===== src/rtl/dpla_pkg.sv =====
// Package dpla_pkg
// Purpose : shared type for the two-port lock arbiter.
// Assumes : exactly two requesting ports, named A and B.
package dpla_pkg;
    typedef enum logic {
        SIDE_A = 1'b0,
        SIDE_B = 1'b1
    } side_e;
endpackage


===== src/rtl/dpla_ram.sv =====
// Module dpla_ram
// Purpose : word array with two write ports and two combinational read ports.
// Assumes : the arbiter never enables both writes to the same word in one cycle.
module dpla_ram #(
    parameter int ADDR_W = 4,
    parameter int DATA_W = 8
) (
    input  logic              clk,
    input  logic              wa_en,
    input  logic [ADDR_W-1:0] wa_addr,
    input  logic [DATA_W-1:0] wa_data,
    input  logic              wb_en,
    input  logic [ADDR_W-1:0] wb_addr,
    input  logic [DATA_W-1:0] wb_data,
    input  logic [ADDR_W-1:0] ra_addr,
    output logic [DATA_W-1:0] ra_data,
    input  logic [ADDR_W-1:0] rb_addr,
    output logic [DATA_W-1:0] rb_data
);
    localparam int DEPTH = 1 << ADDR_W;

    logic [DATA_W-1:0] words [DEPTH];

    for (genvar gi = 0; gi < DEPTH; gi++) begin : g_word
        // Store one word; port A write is taken first when both target it.
        always_ff @(posedge clk) begin
            if (wa_en && (wa_addr == ADDR_W'(gi))) begin
                words[gi] <= wa_data;
            end else if (wb_en && (wb_addr == ADDR_W'(gi))) begin
                words[gi] <= wb_data;
            end
        end
    end

    // Present the addressed words on both read ports.
    always_comb begin
        ra_data = words[ra_addr];
        rb_data = words[rb_addr];
    end
endmodule


===== src/rtl/dpla_lock_track.sv =====
// Module dpla_lock_track
// Purpose : remembers which side owns a locked word and whether the other
//           side has been caught stalling, and derives the lock-based blocks.
// Assumes : one lock owner at a time; A wins if both capture together.
module dpla_lock_track
    import dpla_pkg::*;
#(
    parameter int ADDR_W = 4
) (
    input  logic              clk,
    input  logic              rst_n,
    input  logic              a_req,
    input  logic              a_lock_n,
    input  logic [ADDR_W-1:0] a_addr,
    input  logic              b_req,
    input  logic              b_lock_n,
    input  logic [ADDR_W-1:0] b_addr,
    input  logic              grant_a,
    input  logic              grant_b,
    input  logic              tie_b,
    output logic              block_a,
    output logic              block_b,
    output logic              owner_busy,
    output side_e             owner_side,
    output logic              hold_q
);
    logic              own_v;
    side_e             own_side;
    logic [ADDR_W-1:0] own_addr;

    // Owner is in force only while its lock input stays low.
    always_comb begin
        owner_busy = own_v && ((own_side == SIDE_A) ? !a_lock_n : !b_lock_n);
        owner_side = own_side;
    end

    // Block the non-owner on the owned word, or everywhere once latched.
    always_comb begin
        block_a = owner_busy && (own_side == SIDE_B)
                  && (hold_q || (a_req && (a_addr == own_addr)));
        block_b = owner_busy && (own_side == SIDE_A)
                  && (hold_q || (b_req && (b_addr == own_addr)));
    end

    // Capture, keep or drop ownership and the latched stall.
    always_ff @(posedge clk) begin
        if (!rst_n) begin
            own_v    <= 1'b0;
            own_side <= SIDE_A;
            own_addr <= '0;
            hold_q   <= 1'b0;
        end else if (owner_busy) begin
            hold_q <= hold_q || block_a || block_b;
        end else if (grant_a && !a_lock_n) begin
            own_v    <= 1'b1;
            own_side <= SIDE_A;
            own_addr <= a_addr;
            hold_q   <= tie_b;
        end else if (grant_b && !b_lock_n) begin
            own_v    <= 1'b1;
            own_side <= SIDE_B;
            own_addr <= b_addr;
            hold_q   <= 1'b0;
        end else begin
            own_v  <= 1'b0;
            hold_q <= 1'b0;
        end
    end

    // reset leaves no owner and no latched stall.
    a_r1_reset_clears: assert property (@(posedge clk)
        !rst_n |=> (!own_v && !hold_q));

    // a latched stall only exists under a recorded owner.
    a_r5_hold_has_owner: assert property (@(posedge clk) disable iff (!rst_n)
        hold_q |-> own_v);
endmodule


===== src/rtl/dpla_grant.sv =====
// Module dpla_grant
// Purpose : per-cycle arbitration between the two sides and ready outputs.
// Assumes : lock blocks come from the tracker; A wins unblocked ties.
module dpla_grant #(
    parameter int ADDR_W = 4
) (
    input  logic              a_req,
    input  logic [ADDR_W-1:0] a_addr,
    input  logic              b_req,
    input  logic [ADDR_W-1:0] b_addr,
    input  logic              block_a,
    input  logic              block_b,
    output logic              grant_a,
    output logic              grant_b,
    output logic              tie_b,
    output logic              a_ready_n,
    output logic              b_ready_n
);
    // Same-word conflict with no lock involved: B loses this cycle.
    always_comb begin
        tie_b = a_req && b_req && (a_addr == b_addr) && !block_a && !block_b;
    end

    // Serve each side unless blocked or beaten in a tie.
    always_comb begin
        grant_a = a_req && !block_a;
        grant_b = b_req && !block_b && !tie_b;
    end

    // Ready is low exactly while a side is held back.
    always_comb begin
        a_ready_n = !block_a;
        b_ready_n = !(block_b || tie_b);
    end
endmodule


===== src/rtl/dual_port_lock_arbiter.sv =====
// Module dual_port_lock_arbiter
// Purpose : two processors share one RAM; same-word conflicts stall one side
//           and locked read-modify-write sequences keep the other side stalled
//           until the owner releases its lock.
// Assumes : single clock for both sides; lock and ready are active low.
module dual_port_lock_arbiter
    import dpla_pkg::*;
#(
    parameter int ADDR_W = 4,
    parameter int DATA_W = 8
) (
    input  logic              clk,
    input  logic              rst_n,
    input  logic              a_req,
    input  logic              a_we,
    input  logic              a_lock_n,
    input  logic [ADDR_W-1:0] a_addr,
    input  logic [DATA_W-1:0] a_wdata,
    output logic [DATA_W-1:0] a_rdata,
    output logic              a_ready_n,
    input  logic              b_req,
    input  logic              b_we,
    input  logic              b_lock_n,
    input  logic [ADDR_W-1:0] b_addr,
    input  logic [DATA_W-1:0] b_wdata,
    output logic [DATA_W-1:0] b_rdata,
    output logic              b_ready_n
);
    logic  grant_a, grant_b, tie_b;
    logic  block_a, block_b;
    logic  owner_busy, hold_q;
    side_e owner_side;

    dpla_lock_track #(.ADDR_W(ADDR_W)) u_track (
        .clk       (clk),
        .rst_n     (rst_n),
        .a_req     (a_req),
        .a_lock_n  (a_lock_n),
        .a_addr    (a_addr),
        .b_req     (b_req),
        .b_lock_n  (b_lock_n),
        .b_addr    (b_addr),
        .grant_a   (grant_a),
        .grant_b   (grant_b),
        .tie_b     (tie_b),
        .block_a   (block_a),
        .block_b   (block_b),
        .owner_busy(owner_busy),
        .owner_side(owner_side),
        .hold_q    (hold_q)
    );

    dpla_grant #(.ADDR_W(ADDR_W)) u_grant (
        .a_req    (a_req),
        .a_addr   (a_addr),
        .b_req    (b_req),
        .b_addr   (b_addr),
        .block_a  (block_a),
        .block_b  (block_b),
        .grant_a  (grant_a),
        .grant_b  (grant_b),
        .tie_b    (tie_b),
        .a_ready_n(a_ready_n),
        .b_ready_n(b_ready_n)
    );

    dpla_ram #(.ADDR_W(ADDR_W), .DATA_W(DATA_W)) u_ram (
        .clk    (clk),
        .wa_en  (grant_a && a_we),
        .wa_addr(a_addr),
        .wa_data(a_wdata),
        .wb_en  (grant_b && b_we),
        .wb_addr(b_addr),
        .wb_data(b_wdata),
        .ra_addr(a_addr),
        .ra_data(a_rdata),
        .rb_addr(b_addr),
        .rb_data(b_rdata)
    );

    // never serve both sides on one word in the same cycle.
    a_r3_single_grant_per_word: assert property (@(posedge clk) disable iff (!rst_n)
        (grant_a && grant_b) |-> (a_addr != b_addr));

    // distinct words with no lock in force are both served.
    a_r2_parallel_no_stall: assert property (@(posedge clk) disable iff (!rst_n)
        (a_req && b_req && (a_addr != b_addr) && !owner_busy)
            |-> (a_ready_n && b_ready_n));

    // unblocked same-word tie goes to A.
    a_r3_tie_to_a: assert property (@(posedge clk) disable iff (!rst_n)
        (a_req && b_req && (a_addr == b_addr) && !owner_busy)
            |-> (grant_a && !grant_b && !b_ready_n));

    // a latched stall under A's active lock keeps B stalled.
    a_r5_hold_keeps_stall: assert property (@(posedge clk) disable iff (!rst_n)
        (hold_q && owner_busy && (owner_side == SIDE_A)) |-> !b_ready_n);

    // a latched stall under B's active lock keeps A stalled.
    a_r9_hold_keeps_stall_a: assert property (@(posedge clk) disable iff (!rst_n)
        (hold_q && owner_busy && (owner_side == SIDE_B)) |-> !a_ready_n);
endmodule


===== config.mk =====
export PLATFORM = sky130hd
export DESIGN_NAME = dual_port_lock_arbiter
export DESIGN_NICKNAME = d
export VERILOG_FILES = /design/src/rtl/dpla_pkg.sv /design/src/rtl/dpla_ram.sv /design/src/rtl/dpla_lock_track.sv /design/src/rtl/dpla_grant.sv /design/src/rtl/dual_port_lock_arbiter.sv
export SDC_FILE = /design/constraint.sdc
export NUM_CORES = 1
export LEC_CHECK = 0
export BUFFER_PORTS_ARGS = -buffer_cell sky130_fd_sc_hd__buf_4
export CAP_MARGIN = 5
export CELL_PAD_IN_SITES_DETAIL_PLACEMENT = 1
export CELL_PAD_IN_SITES_GLOBAL_PLACEMENT = 2
export CORE_ASPECT_RATIO = 1.5
export CORE_MARGIN = 1.5
export CORE_UTILIZATION = 45
export CTS_BUF_LIST = sky130_fd_sc_hd__clkbuf_4 sky130_fd_sc_hd__clkbuf_8 sky130_fd_sc_hd__clkbuf_16
export DETAILED_ROUTE_END_ITERATION = 7
export PLACE_DENSITY_LB_ADDON = 0.1
export SLEW_MARGIN = 20
export SYNTH_ARGS = -nofsm -noshare
export SYNTH_HDL_FRONTEND = slang
export SYNTH_SLANG_ARGS = --single-unit

===== constraint.sdc =====
create_clock -name clk -period 5.9 [get_ports clk]
set_input_delay 1.18 -clock clk [delete_from_list [all_inputs] [get_ports clk]]
set_output_delay 1.18 -clock clk [all_outputs]
set_load 0.02 [all_outputs]

==> results of run 1 <==
## power by group
group	total (W)	internal, W	switching, W	leakage, nW
registers	0.00109	0.00108	0.0000160	1.21
clock network	0.00112	0.000707	0.000418	0.294
logic	0.000333	0.000158	0.000176	1.62
## cells by family (layout without fill, tap and decap cells)
| group | count (synthesis) | after routing | share of synthesized area |
|---|---|---|---|
| flops | 135 | 135 | 0.474 |
| simple gates | 72 | 72 | 0.0616 |
| mux | 212 | 212 | 0.392 |
| compound gates | 36 | 36 | 0.0295 |
| buf+inv | 51 | 88 | 0.0302 |
| xor+xnor | 12 | 12 | 0.0125 |
## state kept, by name, indices dropped and copies added (netlist names)
signal	flops
u_ram.words	128
u_track.own_addr	4
u_track.hold_q	1
u_track.own_v	1
u_track.owner_side	1
## how the worst min path moves through the flow
stage                     slack (ps)  cells past startpoint             endpoint
final                            650                      2  u_track.own_addr[3]
after global routing             660                      1   u_track.owner_side
after CTS                        640                      1   u_track.owner_side
after detailed placement         630                      2  u_track.own_addr[3]
after global placement           630                      1   u_track.owner_side
after floorplan                  560                      2  u_track.own_addr[0]
## final cells by class
cell class,instances,area [µm²]
fill,1735,8890
multi-input combinational,332,4180
sequential,135,3980
clock buffer,18,433
timing repair buffer,54,405
tap,252,315
clock inverter,14,183
inverter,2,7.51
## stage by stage
| step | total power, W | hold slack, ps |
|---|---|---|
| 5_1_grt | 0.00262 | 660 |
| 2_1_floorplan | 0.00133 | 562 |
| 6_report | 0.00255 | 645 |
| 3_3_place_gp | 0.00144 | 627 |
| 3_5_place_dp | 0.00144 | 629 |
| 4_1_cts | 0.00257 | 645 |
## cell usage in the layout (no fill, tap or decap), types with 5 or more instances in the layout
cell | Yosys | routed
nand3_4 | 7 | 7
nand2_1 | 8 | 8
a21oi_1 | 6 | 6
clkbuf_16 | 0 | 17
xor2_1 | 6 | 6
nor3_1 | 5 | 5
edfxtp_1 | 128 | 128
o21bai_1 | 7 | 6
xnor2_1 | 6 | 6
buf_4 | 6 | 54
mux2_2 | 124 | 124
dfxtp_1 | 7 | 7
nor2_1 | 13 | 13
o21ai_0 | 12 | 6
mux4_2 | 80 | 80
nand2b_1 | 5 | 5
## tightest hold or removal path, stage by stage (launching register included)
cell and delay (ps):
dfxtp_1 390, o31ai_1 100, a21oi_1 110
## per-layer routing
layer  vias up  wire length [µm]
met5         -                 0
met4         0               813
met3        46              1510
met2       221             13100
met1      2747              9840
li1       2182                 -
==> flow_summary_export.csv, run 1 <==
group,metric,value,unit
outcome,status,"complete, no violations",
worst_setup_path,r2r_end,"u_ram.words[2][2]",
worst_setup_path,arrival,3320,ps
clocking,cts_num_sinks,135,
route,drtAntennaViolNets,0,
route,drt_iter0_drc,396,
grt,grt_max_degree,43,
pwr,power.density,268,nW/µm²
timing,rsz0062_at_grt,"no",
synth,synth-edff-count,128,
place,dp_hpwl,17100,µm
grt,antenna_found_initial,0,
timing,fin_crit_sh,0.763,
route,wl,25300,µm
clocking,cts_tree,"built",
route,drt_first_pass_iters,5,
route,vias,5196,
grt,gr-total-overflow,0,
worst_setup_path,cp_slowest_cell,"o211ai_4",
synth,synth-seq-cells,135,
timing,fmax,222,MHz
worst_setup_path,critical_path.cell_chain,"buf_4 > xnor2_1 > nand4_1 > o211ai_4 > and2_1 > buf_4",
floorplan,top_level_ports,50,
timing,tns,0,ps
clocking,hold_buffers,0,
clocking,htree_levels,4,
pwr,vdd_drop_max,142,µV
timing,fin_crit,4500,ps
timing,fin_skew,6.12,ps
worst_setup_path,cp_max_fo,39,
synth,synth_fp_nets,550,
worst_setup_path,crit_family,"compound AO/OA/AOI/OAI gates",
worst_setup_path,crit_path_frequent_cell,"buf_4",
clocking,cts_buffer_depth,2,
run,cap_viol_max_count,0,
route,vias_per_cell,6.44,
worst_setup_path,crit_cells,6,
worst_setup_path,cp_num_buf_inv,2,
grt,grtUsageTotal,0.275,
finish,diodes,0,
worst_setup_path,crit_end,"b_ready_n",
floorplan,core_area,18400,µm²
timing,worst_slack,1400,ps
worst_setup_path,r2r_start,"u_track.own_addr[0]",
synth,async_flop_share,0,
floorplan,die_y,170,µm
worst_setup_path,worst-setup-path-type,"in2out",
synth,syn_area,8410,µm²
synth,synth.avg_cell_area,16.2,µm²
floorplan,start_util,0.457,
grt,met1_usage,0.351,
route,drc,0,
synth,yosysSeqAreaShare,0.474,
clocking,path_clk_slew,60,ps
finish,fin_nets,574,
synth,ys_warn_count,0,
synth,synth_cells,518,
timing,worstMarginPinSlew,1060,ps
grt,grt_pass1_wl,37100,µm
worst_setup_path,crit_path_start,"a_addr[0]",
timing,hold_viol,0,
worst_setup_path,cp-start-kind,"input port",
finish,fin_area,9510,µm²
synth,synthDistinctLibCells,46,
floorplan,die_area,19500,µm²
worst_setup_path,reg2reg_depth,5,
place,placed_cell_area,8880,µm²
synth,yosys-top-cells-count,"edfxtp_1 (128), mux2_2 (124), mux4_2 (80)",
clocking,root_buffer,"clkbuf_16",
timing,setup_viol,0,
synth,yosys.area.top_type,"edfxtp_1",
clocking,post_cts_resized,0,
pwr,leakagePower,3.13,nW
synth,synth_most_common_cell,"edfxtp_1",
clocking,insertion_delay,430,ps
clocking,cts-buffers-inserted,17,
place,dp_cells,775,
finish,final_cells,807,
clocking,postCtsSetupRepairBufs,0,
worst_setup_path,required,4720,ps
grt,grt_pass1_vias,5446,
timing,slew_viol_final,0,
finish,drive_gt1_frac,0.562,
finish,post-route-util,0.517,
worst_setup_path,endpoint_kind,"primary output",
place,gp_congestion,0.831,
route,wl_per_cell,31.3,µm
worst_setup_path,max_stage_delay,730,ps
place,io_buffers,49,
floorplan,fp-row-count,61,
hold_path,worstHoldStart,"u_track.own_addr[3]",
grt,grt-busiest-layer,"met2",
synth,synth_top_area_share,0.457,
hold_path,hp-class,"reg2reg",
timing,relSlewSlack,0.286,
grt,grt_use_met2,0.463,
synth,synthFlopType,"edfxtp_1",
place,pre_cts_slack,1210,ps
worst_setup_path,r2r_setup_slack,2720,ps
grt,met3_usage,0.0445,
floorplan,die_width,115,µm
finish,syn_to_final_growth,13.1,%
synth,synth.area.top_cells,"edfxtp_1 (46%), mux4_2 (21%), mux2_2 (17%)",
Power figures use the tool's default switching activity.
==> run 2: changes to the inputs <==
ABC_AREA = 1   (was not set)
CORE_UTILIZATION = 35   (was 45)
clock period = 3.7 ns   (was 5.9 ns; I/O delays follow)
==> run 2 against run 1 <==
Net effect: non-clock buffer count is 36 higher; combinational power rose by 78%; critical path depth is 3 higher; critical path type unchanged; sequential share of layout area up 0.16 points; sequential cell count unchanged; total power up 59%; synthesized cell count rose by 80%.
==> flow_summary_export.csv, run 2 <==
group,metric,value,unit
timing,relSlewSlack,0.262,
timing,worst_slack,470,ps
synth,async_flop_share,0,
route,drt_first_pass_iters,5,
timing,tns,0,ps
route,wl,33200,µm
clocking,post_cts_resized,0,
finish,largest_register,"u_ram.words",
clocking,hold_buffers,0,
synth,synthDistinctLibCells,31,
grt,grt_pass1_wl,49800,µm
floorplan,start_util,0.357,
worst_setup_path,cp-start-kind,"input port",
synth,synth.avg_cell_area,8.83,µm²
timing,fin_crit_sh,0.873,
synth,synth.area.mux_share,0,
clocking,cts_tree,"built",
clocking,insertion_delay,430,ps
finish,multi_input_area,3430,µm²
clocking,cts_num_sinks,135,
route,vias_per_cell,5.82,
floorplan,top_level_ports,50,
pwr,vdd_drop_max,307,µV
timing,fin_crit,3230,ps
timing,setup_viol,0,
synth,yosys-top-cells-count,"nand2_1 (230), edfxtp_1 (128), inv_1 (105)",
place,dp_hpwl,22600,µm
synth,synth_top_area_share,0.466,
timing,fmax,310,MHz
synth,syn_area,8240,µm²
synth,synth_most_common_cell,"nand2_1",
route,vias,7526,
synth,synthFlopType,"edfxtp_1",
synth,synth-seq-cells,135,
synth,synth_cells,933,
synth,ys_warn_count,0,
floorplan,core_area,23100,µm²
timing,rsz0062_at_grt,"no",
clocking,cts-buffers-inserted,17,
grt,antenna_found_initial,0,
floorplan,die_y,191,µm
outcome,status,"complete, no violations",
route,drtAntennaViolNets,0,
finish,seq_area,3980,µm²
synth,synth-simple-area-share,0.185,
pwr,power.density,428,nW/µm²
synth,yosysSeqAreaShare,0.483,
synth,synth.area.top_cells,"edfxtp_1 (47%), nand2_1 (10%), o221ai_1 (6.8%)",
clocking,cts_buffer_depth,2,
place,gp_congestion,0.876,
clocking,root_buffer,"clkbuf_16",
worst_setup_path,arrival,2490,ps
floorplan,die_area,24500,µm²
synth,synth-edff-count,128,
route,wl_per_cell,25.7,µm
finish,diodes,0,
grt,grt_max_degree,37,
synth,yosys.area.top_type,"edfxtp_1",
finish,largestRegisters,"u_ram.words (128), u_track.own_addr (4)",
timing,fin_skew,6.78,ps
worst_setup_path,worst-setup-path-type,"in2out",
clocking,postCtsSetupRepairBufs,0,
finish,fin_nets,998,
clocking,path_clk_slew,60,ps
synth,synth_compound_area_frac,0.225,
floorplan,die_width,128,µm
synth,synth_fa_ha_area_frac,0,
worst_setup_path,cp_max_fo,11,
hold_path,hp-class,"reg2reg",
finish,layout_common_cells,"nand2_1 (230), edfxtp_1 (128), inv_1 (105)",
pwr,leakagePower,3.88,nW
route,drt_iter0_drc,619,
route,drc,0,
place,pre_cts_slack,466,ps
worst_setup_path,required,2960,ps
timing,whs,486,ps
timing,slew_viol_final,0,
floorplan,fp-row-count,68,
synth,synth_fp_nets,965,
timing,worstMarginPinSlew,1100,ps
run,cap_viol_max_count,0,
synth,synth_top_family_by_area,"compound AO/OA/AOI/OAI gates",
grt,grt_pass1_vias,7996,
finish,syn_to_final_growth,14.9,%
timing,hold_viol,0,
synth,synth_xor_area_frac,0.00638,
finish,drive_gt1_frac,0.152,
clocking,htree_levels,4,
grt,grtUsageTotal,0.283,
finish,fillers,2676,
grt,gr-total-overflow,0,
finish,largest_reg_flops,128,
place,io_buffers,49,
finish,mostFrequentLayoutCell,"nand2_1",
worst_setup_path,endpoint_kind,"primary output",
[run 2: cell types whose count changed in the layout (fill, tap and decap cells not counted), sizes merged, moves of 34 or more]
cell,previous run,this run
mux4,80,0
inv,2,109
o21ai,12,152
buf,54,90
a22oi,1,64
nand2,8,234
o221ai,0,64
mux2,128,0
nand4,3,37
[run 2: kinds of logic (layout without fill, tap and decap cells)]
kind of cell | after synthesis | after routing
AO/OA/AOI/OAI | 287 | 287
XOR/XNOR | 6 | 6
AND/OR/NAND/NOR | 320 | 320
buffers and inverters | 185 | 230
flip-flops | 135 | 135
[run 2: worst max-delay path: stages]
cell and delay, ps:
buf_4 140, nand2_1 170, inv_1 290, buf_4 280, a22oi_1 180, o221ai_1 170, nand2_1 100, nand4_1 180
buf_4 220
[run 2: worst paths after layout]
path                       start             endpoint  slack, ps  cells after the start
min reg2reg  u_track.own_addr[3]  u_track.own_addr[3]        490                      2
max                    b_addr[0]           b_rdata[7]        470                      9
max reg2reg  u_track.own_addr[3]    u_ram.words[8][6]        880                     10
min          u_track.own_addr[3]  u_track.own_addr[3]        490                      2
[run 2: metrics by stage]
| step | cells | instance area [µm²] | utilization | total power (W) |
|---|---|---|---|---|
| after floorplan | 933 | 8240 | - | 0.00212 |
| after detailed placement | 1262 | 8900 | 0.386 | 0.00236 |
| after global routing | 1293 | 9470 | 0.411 | 0.00417 |
| after global placement | 1262 | 8900 | 0.386 | 0.00234 |
| final | 1293 | 9470 | 0.411 | 0.00405 |
| after CTS | 1293 | 9470 | 0.411 | 0.00408 |
[run 2: cell type report]
type | count | share of cell area
clock buffers | 19 | 0.0465
clock inverters | 12 | 0.0143
inverters | 109 | 0.0432
multi-input cells | 613 | 0.362
flip-flops and latches | 135 | 0.421
well taps | 315 | 0.0416
repair buffers | 90 | 0.0713
[run 2: per-layer routing]
metal / up-vias / share of wire / routed length (µm) / track usage
met3: 73 / 0.040 / 1320 / 0.0316
met5: - / 0 / 0 / 0
met1: 3807 / 0.41 / 13500 / 0.340
met2: 250 / 0.51 / 17000 / 0.501
met4: 0 / 0.042 / 1390 / 0.135
li1: 3396 / - / - / -
[run 2: where the power goes]
part           switching, W  leakage [nW]  internal, W
combinational      0.000405          2.39     0.000187
clock              0.000669         0.279      0.00106
sequential        0.0000192          1.21      0.00172
total               0.00109          3.88      0.00296
==> run 3: changes to the inputs <==
ABC_AREA = not set   (was 1)
CORE_UTILIZATION = 41   (was 35)
SYNTH_HIERARCHICAL = 1   (was not set)
==> run 3 against run 2 <==
Net effect: via count shrank 27%; worst setup slack lost 190 ps; critical path type unchanged; first-iteration DRC count shrank 40%; fmax shrank 5.5%; critical endpoint is now a_rdata[2].
==> flow_summary_export.csv, run 3 <==
group,metric,value,unit
worst_setup_path,cp_num_buf_inv,4,
synth,synthFlopType,"edfxtp_1",
hold_path,hp-class,"reg2reg",
synth,synth-seq-cells,135,
finish,fillers,1979,
worst_setup_path,cp-start-kind,"input port",
route,drtAntennaViolNets,0,
grt,grt_max_degree,45,
synth,synth.area.top_cells,"edfxtp_1 (46%), mux2_2 (17%), mux4_2 (17%)",
clocking,cts_tree,"built",
synth,syn_area,8350,µm²
timing,relSlewSlack,0.490,
pwr,power.density,408,nW/µm²
worst_setup_path,worst-setup-path-type,"in2out",
worst_setup_path,critical_path.cell_chain,"buf_4 > buf_6 > buf_4 > mux4_2 > a22oi_1 > nand2_1 > buf_4",
timing,hold_viol,0,
route,vias,5521,
clocking,cts_buffer_depth,2,
synth,yosys-top-cells-count,"edfxtp_1 (128), mux2_2 (128), mux4_2 (64)",
worst_setup_path,cp_max_fo,29,
worst_setup_path,cp_slowest_cell,"mux4_2",
route,wl,25500,µm
floorplan,die_y,178,µm
clocking,root_buffer,"clkbuf_16",
finish,layout_common_cells,"mux2_2 (128), edfxtp_1 (128), buf_4 (91)",
place,placed_cell_area,9360,µm²
timing,whs,540,ps
clocking,htree_levels,4,
route,drt_first_pass_iters,4,
synth,synthDistinctLibCells,46,
finish,fin_nets,662,
floorplan,top_level_ports,50,
timing,slew_viol_final,0,
synth,synth_cells,559,
finish,largest_reg_flops,128,
route,drc,0,
worst_setup_path,required,2960,ps
finish,largestRegisters,"u_ram/words (128), u_track/own_addr (4)",
synth,synth-edff-count,128,
floorplan,die_area,21300,µm²
floorplan,fp-row-count,63,
pwr,vdd_drop_max,271,µV
grt,grt_pass1_vias,6115,
place,gp_congestion,0.837,
timing,fin_skew,5.13,ps
outcome,status,"complete, no violations",
floorplan,die_width,120,µm
grt,gr-total-overflow,0,
route,wl_per_cell,28.2,µm
clocking,path_clk_slew,60,ps
route,drt_iter0_drc,371,
grt,grtUsageTotal,0.251,
clocking,cts_num_sinks,135,
run,cap_viol_max_count,0,
finish,fin_area,9960,µm²
timing,worstMarginPinSlew,765,ps
floorplan,core_area,19900,µm²
timing,fin_crit_sh,0.924,
synth,yosys.area.top_type,"edfxtp_1",
worst_setup_path,crit_family,"buffers and inverters",
worst_setup_path,max_stage_delay,550,ps
grt,antenna_found_initial,0,
timing,fmax,292,MHz
timing,fin_crit,3420,ps
finish,drive_gt1_frac,0.544,
synth,async_flop_share,0,
worst_setup_path,endpoint_kind,"primary output",
timing,setup_viol,0,
floorplan,start_util,0.420,
synth,yosysSeqAreaShare,0.477,
finish,largest_register,"u_ram/words",
route,vias_per_cell,6.12,
place,io_buffers,49,
grt,grt_pass1_wl,38500,µm
timing,tns,0,ps
finish,diodes,0,
finish,syn_to_final_growth,19.3,%
worst_setup_path,arrival,2680,ps
worst_setup_path,crit_path_frequent_cell,"buf_4",
timing,rsz0062_at_grt,"no",
synth,ys_warn_count,6,
pwr,leakagePower,3.43,nW
synth,synth_fp_nets,591,
synth,synth_top_area_share,0.460,
clocking,insertion_delay,420,ps
synth,synth.avg_cell_area,14.9,µm²
clocking,cts-buffers-inserted,17,
place,dp_hpwl,17700,µm
clocking,postCtsSetupRepairBufs,0,
==> run 3: cell count changes in the layout (fill, tap and decap cells not counted), sizes merged, moves of 8 or more <==
cell,before,now
o211ai,0,8
inv,109,8
nor2b,0,9
nor2,38,9
o221ai,64,0
nand4,37,2
nand2,234,39
mux2,0,128
o21ai,152,13
buf,90,102
a22oi,64,32
mux4,0,64
==> run 3: worst paths after layout <==
| check | from | to | slack (ps) | cells after the start |
|---|---|---|---|---|
| max | a_addr[0] | a_rdata[2] | 280 | 7 |
| min | u_track/own_addr[1] | u_track/own_addr[1] | 540 | 2 |
| max reg2reg | u_track/own_addr[2] | u_ram/words[1][5] | 380 | 10 |
| min reg2reg | u_track/own_addr[1] | u_track/own_addr[1] | 540 | 2 |
==> run 3: per-layer routing <==
layer	routed length, µm	GRT usage
met5	0	0
met1	10200	0.300
met4	433	0.0833
met2	14100	0.467
met3	639	0.0289
==> run 3: report_power, final <==
part	internal, W	switching (W)
logic	0.000264	0.000307
clock network	0.00106	0.000693
registers	0.00172	0.0000239
==> run 3: area by class of cell <==
class                      count  area, µm²  area share
multi-input combinational    370       4150       0.416
sequential                   135       3980       0.400
timing repair buffer         102        895      0.0898
clock buffer                  17        425      0.0427
tap                          260        325      0.0327
clock inverter                14        173      0.0173
inverter                       4       15.0     0.00151
==> run 3: through the flow <==
stage | util | std cells | worst slack (ps) | power [W]
after floorplan | - | 559 | 269 | 0.00212
after global placement | 0.471 | 871 | -7.47 | 0.00232
after detailed placement | 0.471 | 871 | -66.3 | 0.00234
after CTS | 0.501 | 902 | 37.9 | 0.00411
after global routing | 0.502 | 902 | 101 | 0.00420
final | 0.502 | 902 | 281 | 0.00407
==> run 3: kinds of logic after synthesis <==
logic type                after synthesis  synth area share
AOI/OAI and AO/OA                      77            0.0815
xor gates and xnor gates               12            0.0126
buffers and inverters                  54            0.0265
DFF                                   135             0.477
muxes                                 192             0.345
and+or+nand+nor                        89            0.0572
==> run 3: worst min-delay path, delay by kind of cell, from the launching register on <==
family	cells	cell delay (ps)
AO/OA/AOI/OAI	1	50
flip-flops	1	340
AND/OR/NAND/NOR	1	110
==> run 3: what timing repair did <==
| item | in CTS | in global routing |
|---|---|---|
| setup endpoints to repair | 0 | 4 |
| hold buffers | 0 | 0 |
| gates resized for setup | 0 | 1 |
| endpoints found under the hold margin | 0 | 0 |
